$ cat src/rtl/uirq_pkg.sv
package uirq_pkg;
  localparam int ID_W  = 4;
  localparam int EN_W  = 4;
  localparam int REG_W = 8;

  localparam logic [ID_W-1:0] ID_NONE = 4'b0001;
  localparam logic [ID_W-1:0] ID_LINE = 4'b0110;
  localparam logic [ID_W-1:0] ID_RDAT = 4'b0100;
  localparam logic [ID_W-1:0] ID_TOUT = 4'b1100;
  localparam logic [ID_W-1:0] ID_TXE  = 4'b0010;
  localparam logic [ID_W-1:0] ID_HSK  = 4'b0000;

  localparam int EN_RX  = 0;
  localparam int EN_TX  = 1;
  localparam int EN_LN  = 2;
  localparam int EN_HSK = 3;

  typedef struct packed {
    logic line;
    logic rdat;
    logic tout;
    logic txe;
    logic hsk;
  } uirq_src_t;
endpackage

$ cat src/rtl/uirq_enable_reg.sv
module uirq_enable_reg #(
  parameter int REG_W = 8,
  parameter int EN_W  = 4
) (
  input  logic             clk,
  input  logic             rst_n,
  input  logic             wr,
  input  logic [REG_W-1:0] wdata,
  output logic [EN_W-1:0]  en,
  output logic [EN_W-1:0]  en_rise,
  output logic [REG_W-1:0] rdata
);
  logic [EN_W-1:0] en_d;

  always_comb begin
    en_d    = en;
    en_rise = '0;
    if (wr) begin
      en_d    = wdata[EN_W-1:0];
      en_rise = wdata[EN_W-1:0] & ~en;
    end
  end

  always_ff @(posedge clk or negedge rst_n) begin
    if (!rst_n) en <= '0;
    else        en <= en_d;
  end

  assign rdata = {{(REG_W-EN_W){1'b0}}, en};

  assert_ier_write_R2: assert property (@(posedge clk) disable iff (!rst_n)
    wr |=> (rdata == {{(REG_W-EN_W){1'b0}}, $past(wdata[EN_W-1:0])}));
endmodule

$ cat src/rtl/uirq_sticky_flag.sv
module uirq_sticky_flag #(
  parameter bit SET_WINS = 1'b1
) (
  input  logic clk,
  input  logic rst_n,
  input  logic set,
  input  logic clr,
  output logic q
);
  logic q_d;

  always_comb begin
    if (SET_WINS) q_d = set | (q & ~clr);
    else          q_d = ~clr & (set | q);
  end

  always_ff @(posedge clk or negedge rst_n) begin
    if (!rst_n) q <= 1'b0;
    else        q <= q_d;
  end

  assert_flag_clear_R12: assert property (@(posedge clk) disable iff (!rst_n)
    (clr && !set) |=> !q);
  assert_flag_set_R12: assert property (@(posedge clk) disable iff (!rst_n)
    (set && (SET_WINS || !clr)) |=> q);
endmodule

$ cat src/rtl/uirq_char_timeout.sv
module uirq_char_timeout #(
  parameter int LIMIT = 4
) (
  input  logic clk,
  input  logic rst_n,
  input  logic active,
  input  logic restart,
  input  logic tick,
  output logic expired
);
  localparam int CNT_W = $clog2(LIMIT + 1);
  localparam logic [CNT_W-1:0] CNT_MAX = CNT_W'(LIMIT);

  logic [CNT_W-1:0] cnt, cnt_d;
  logic             cnt_en;

  always_comb begin
    cnt_en = 1'b0;
    cnt_d  = cnt;
    if (!active || restart) begin
      cnt_en = (cnt != '0);
      cnt_d  = '0;
    end else if (tick && (cnt != CNT_MAX)) begin
      cnt_en = 1'b1;
      cnt_d  = cnt + 1'b1;
    end
  end

  always_ff @(posedge clk or negedge rst_n) begin
    if (!rst_n)      cnt <= '0;
    else if (cnt_en) cnt <= cnt_d;
  end

  assign expired = (cnt == CNT_MAX);

  assert_tout_restart_R7: assert property (@(posedge clk) disable iff (!rst_n)
    (restart || !active) |=> !expired);
  assert_tout_bound_R7: assert property (@(posedge clk) disable iff (!rst_n)
    cnt <= CNT_MAX);
endmodule

$ cat src/rtl/uirq_prio_enc.sv
module uirq_prio_enc
  import uirq_pkg::*;
(
  input  logic            clk,
  input  logic            rst_n,
  input  uirq_src_t       src,
  input  logic [EN_W-1:0] en,
  input  logic            fifo_mode,
  output logic [ID_W-1:0] id
);
  always_comb begin
    if      (src.line && en[EN_LN])             id = ID_LINE;
    else if (src.rdat && en[EN_RX])             id = ID_RDAT;
    else if (src.tout && en[EN_RX] && fifo_mode) id = ID_TOUT;
    else if (src.txe  && en[EN_TX])             id = ID_TXE;
    else if (src.hsk  && en[EN_HSK])            id = ID_HSK;
    else                                        id = ID_NONE;
  end

  assert_id_bit3_R8: assert property (@(posedge clk) disable iff (!rst_n)
    !fifo_mode |-> !id[3]);
  assert_line_first_R3: assert property (@(posedge clk) disable iff (!rst_n)
    (src.line && en[EN_LN]) |-> (id == ID_LINE));
endmodule

$ cat src/rtl/uart_irq_ident.sv
module uart_irq_ident
  import uirq_pkg::*;
#(
  parameter int TOUT_CHARS = 4
) (
  input  logic             clk,
  input  logic             rst_n,
  input  logic             ier_wr,
  input  logic [REG_W-1:0] ier_wdata,
  output logic [REG_W-1:0] ier_rdata,
  input  logic             fifo_mode,
  input  logic             iir_rd,
  input  logic             lsr_rd,
  input  logic             msr_rd,
  input  logic             thr_wr,
  input  logic             rx_pop,
  input  logic             rx_push,
  input  logic [3:0]       line_err,
  input  logic             rx_ready,
  input  logic             rx_at_trigger,
  input  logic             rx_nonempty,
  input  logic             char_tick,
  input  logic             thr_empty,
  input  logic [3:0]       modem_delta,
  output logic             irq,
  output logic [ID_W-1:0]  iir_id
);
  logic [EN_W-1:0] en, en_rise;
  logic            thr_empty_q;
  logic            txe_set, txe_clr;
  logic            tout_exp;
  uirq_src_t       src;

  uirq_enable_reg #(.REG_W(REG_W), .EN_W(EN_W)) u_ier (
    .clk(clk), .rst_n(rst_n), .wr(ier_wr), .wdata(ier_wdata),
    .en(en), .en_rise(en_rise), .rdata(ier_rdata)
  );

  always_ff @(posedge clk or negedge rst_n) begin
    if (!rst_n) thr_empty_q <= 1'b0;
    else        thr_empty_q <= thr_empty;
  end

  uirq_sticky_flag #(.SET_WINS(1'b1)) u_line (
    .clk(clk), .rst_n(rst_n), .set(|line_err), .clr(lsr_rd), .q(src.line)
  );

  uirq_sticky_flag #(.SET_WINS(1'b1)) u_hsk (
    .clk(clk), .rst_n(rst_n), .set(|modem_delta), .clr(msr_rd), .q(src.hsk)
  );

  assign txe_set = (thr_empty & ~thr_empty_q) | (en_rise[EN_TX] & thr_empty);
  assign txe_clr = thr_wr | (iir_rd && (iir_id == ID_TXE));

  uirq_sticky_flag #(.SET_WINS(1'b0)) u_txe (
    .clk(clk), .rst_n(rst_n), .set(txe_set), .clr(txe_clr), .q(src.txe)
  );

  uirq_char_timeout #(.LIMIT(TOUT_CHARS)) u_tout (
    .clk(clk), .rst_n(rst_n), .active(fifo_mode & rx_nonempty),
    .restart(rx_push | rx_pop), .tick(char_tick), .expired(tout_exp)
  );

  assign src.tout = tout_exp;
  assign src.rdat = fifo_mode ? rx_at_trigger : rx_ready;

  uirq_prio_enc u_enc (
    .clk(clk), .rst_n(rst_n), .src(src), .en(en), .fifo_mode(fifo_mode), .id(iir_id)
  );

  assign irq = (src.line & en[EN_LN]) | (src.rdat & en[EN_RX]) |
               (src.tout & en[EN_RX] & fifo_mode) | (src.txe & en[EN_TX]) |
               (src.hsk & en[EN_HSK]);

  assert_irq_vs_id_R4: assert property (@(posedge clk) disable iff (!rst_n)
    irq == (iir_id != ID_NONE));
  assert_txe_write_clr_R9: assert property (@(posedge clk) disable iff (!rst_n)
    thr_wr |=> !src.txe);
  assert_txe_iir_keep_R10: assert property (@(posedge clk) disable iff (!rst_n)
    (src.txe && iir_rd && (iir_id != ID_TXE) && !thr_wr) |=> src.txe);
endmodule

$ cat config.mk
export PLATFORM = sky130hd
export DESIGN_NAME = uart_irq_ident
export DESIGN_NICKNAME = d
export VERILOG_FILES = /design/src/rtl/uirq_pkg.sv /design/src/rtl/uirq_enable_reg.sv /design/src/rtl/uirq_sticky_flag.sv /design/src/rtl/uirq_char_timeout.sv /design/src/rtl/uirq_prio_enc.sv /design/src/rtl/uart_irq_ident.sv
export SDC_FILE = /design/constraint.sdc
export NUM_CORES = 1
export LEC_CHECK = 0
export ABC_AREA = 1
export CORE_MARGIN = 1
export CORE_UTILIZATION = 31
export DETAILED_ROUTE_END_ITERATION = 7
export PLACE_DENSITY = 0.74
export SLEW_MARGIN = 20
export SYNTH_ARGS = -nofsm -noshare
export SYNTH_HDL_FRONTEND = slang
export SYNTH_SLANG_ARGS = --single-unit
export TNS_END_PERCENT = 30
$ cat constraint.sdc
create_clock -name clk -period 1.05 [get_ports clk]
set_input_delay 0.1575 -clock clk [delete_from_list [all_inputs] [get_ports clk]]
set_output_delay 0.1575 -clock clk [all_outputs]
set_load 0.1 [all_outputs]
==> reports/qor.csv <==
metric,value,unit
outcome,"complete, but fails checks",
failing checks,negative setup slack,
Fin Hold WS,0.166,ns
post-route ant nets,0,
crit path kind,reg2out,
Slowest cell on crit path,dfrtp_1,
Area growth syn-to-layout,110,%
arrival time worst endpoint,1.53,ns
Synth Instances,83,
"commonest non-fill, non-tap cell in the layout",clkdlybuf4s50_1,
FF-to-FF Start,u_tout.cnt[1]$_DFFE_PN0P_,
filler instances,154,
Synth Area in Compound Gates,8.26,%
CP peak stage delay,0.38,ns
share of layout cells above drive strength 1,41.0,%
total grt overflow,0,
leakage,0.705,nW
routability cong.,0.705,
diode count,0,
# DRC,0,
Netlist cell types,21,
CTS buffer count,3,
Port Buffer Count,35,
cells on worst reg2reg path,10,
initial antenna violation count,0,
hold violation count in the final report,0,
Worst setup EP type,output pin,
Non-Filler Instances,171,
placed instance count,160,
xor/xnor share of the synthesized area,1.31,%
sequential share of power,26.3,%
worst-path cell chain,"inv_2, ha_4, nand2_2, inv_2, nand2_4, nand3_4, nor2_4, buf_12",
RSZ-0062 raised after global routing,yes,
"commonest non-fill, non-tap cells in the layout","clkdlybuf4s50_1, buf_4, inv_1",
required time of the critical path,0.89,ns
area occupied by multi-input gates,345,um^2
Ys Warns,0,
"Worst Setup Slack, final",-0.641,ns
crit-path max FO,4,
Starting Density,33.3,%
First-pass DRT Iterations,3,
H-tree depth,1,
power per standard cell area,1390,nW/um^2
Layout Nets,178,
Clock power frac,15.6,%
final setup vio count,13,
first-pass GRT wire length,2660,um
r2r endpoint,u_tout.cnt[2]$_DFFE_PN0P_,
"Design Area, Final",1400,um^2
Net Sw Frac,41.2,%
post-synthesis sequential area ratio,41.3,%
"Avg Cell Area, Syn",8.03,um^2
Ports,44,
Register-to-Register Setup Slack,-0.25,ns
Util after Layout,69.9,%
CTS tree,yes,
Pint,0.00114,W
Buf/Inv on CP,3,
GRT Util Overall,15.1,%
clock buffer depth,2,
vias in the first global route,657,
cell area after placement,1280,um^2
"most used cell, CP",inv_2,
clock root cell,clkbuf_4,
CORE AREA,2000,um^2
Logic pwr share,58.1,%
synthesized cell area,667,um^2
post-synth top area cell,dfrtp_1,
Synth Area in Simple Gates,25.7,%
# rows,16,
Worst-path clk slew,0.07,ns
Hold Crit Class,in2async,
drt first-iter violations,12,
multiplexer share of the synthesized area,3.38,%
Synth area leaders,"dfrtp_1, inv_1, nand2_1, nand3_1, buf_4",
top-area cell type share of the netlist area,41.3,%
clk sink count,11,
Post-Synth Adder-Cell Area,3.75,%
fin crit period,1.69,ns
die area,2340,um^2
worst-skew pair later-pin latency,0.28,ns
"Power, Total",0.00194,W
maxcap violations,0,
largest family of logic cells by synthesized area,simple AND/OR/NAND/NOR gates,
Psw,0.000798,W
register area,283,um^2
Die Span X,48.4,um
Post-Route WL,1770,um
largest net degree at the start of global routing,12,
CP top delay family,simple AND/OR/NAND/NOR gates,
Die Y-Extent,48.4,um
max-slew violation count,0,
#FFs+latches synth,11,
HPWL Detailed,1310,um
wire per inst,10.4,um
top achievable clock speed,0.591,GHz
clk_skew,0.00236,ns
crit share post-route,161,%
CP Launch Type,flip-flop,
drt via density,4.30,
via count,735,
Peak supply drop,0.000967,V
==> cell type report <==
type,instances,area share [%]
timing repair buffer,58,44.9
sequential,11,20.2
tap,27,2.42
multi-input combinational,51,24.7
clock buffer,4,1.88
inverter,20,5.90
==> power groups by stage <==
stage | clock network, W | registers, W | logic (W)
after floorplan | 0 | 0.000616 | 0.000439
after global placement | 0 | 0.000507 | 0.000921
after detailed placement | 0 | 0.000510 | 0.000938
after CTS | 0.000311 | 0.000508 | 0.00103
after global routing | 0.000332 | 0.000513 | 0.00119
final | 0.000303 | 0.000510 | 0.00113
==> cells in the mapped netlist (all sizes together) <==
master  instances
ha              2
conb            1
nand2          15
inv            20
nor2            6
buf             4
nand3           8
nand4           2
o21ai           8
dfrtp          11
xor2            1
o211ai          1
nor4            2
mux2            2
==> per-layer routing <==
layer	share of wire, %	track usage, %	wire (um)
met1	41	17.8	735
met2	50	24.9	887
met3	5.7	2.52	101
met4	2.7	10.3	47
met5	0	0	0
==> registers in the layout, indices dropped and copies added, names as in the netlist <==
register,cells
thr_empty_q,1
u_hsk.q,1
u_ier.en,4
u_line.q,1
u_tout.cnt,3
u_txe.q,1
==> stage by stage <==
stage / TNS [ns] / worst slack [ns]
after floorplan: -5.06 / -1.08
after global placement: -3.44 / -0.496
after detailed placement: -3.82 / -0.525
after CTS: -3.96 / -0.615
after global routing: -4.89 / -0.715
final: -4.20 / -0.641
==> cells by family after synthesis <==
family          Yosys count
xor+xnor                  1
flops                    11
simple gates             33
mux                       2
buf+inv                  24
other cells               1
compound gates            9
fa+ha+maj                 2
==> worst max-delay path by stage <==
stage	startpoint	end	cells past startpoint
2_1_floorplan	u_ier.en[0]$_DFFE_PN0P_	irq	6
3_3_place_gp	fifo_mode	iir_id[0]	6
3_5_place_dp	fifo_mode	iir_id[0]	6
4_1_cts	u_tout.cnt[1]$_DFFE_PN0P_	iir_id[0]	8
5_1_grt	u_tout.cnt[1]$_DFFE_PN0P_	iir_id[0]	8
6_report	u_tout.cnt[1]$_DFFE_PN0P_	iir_id[0]	8
==> repair_timing <==
action,4_1_cts,5_1_grt
gates cloned,0,0
resized for setup,10,1
hold buffers,0,0
setup buffers,3,4
pin swaps,5,0
setup endpoints to repair,13,13
No activity file was read; power rests on OpenSTA's default activity.
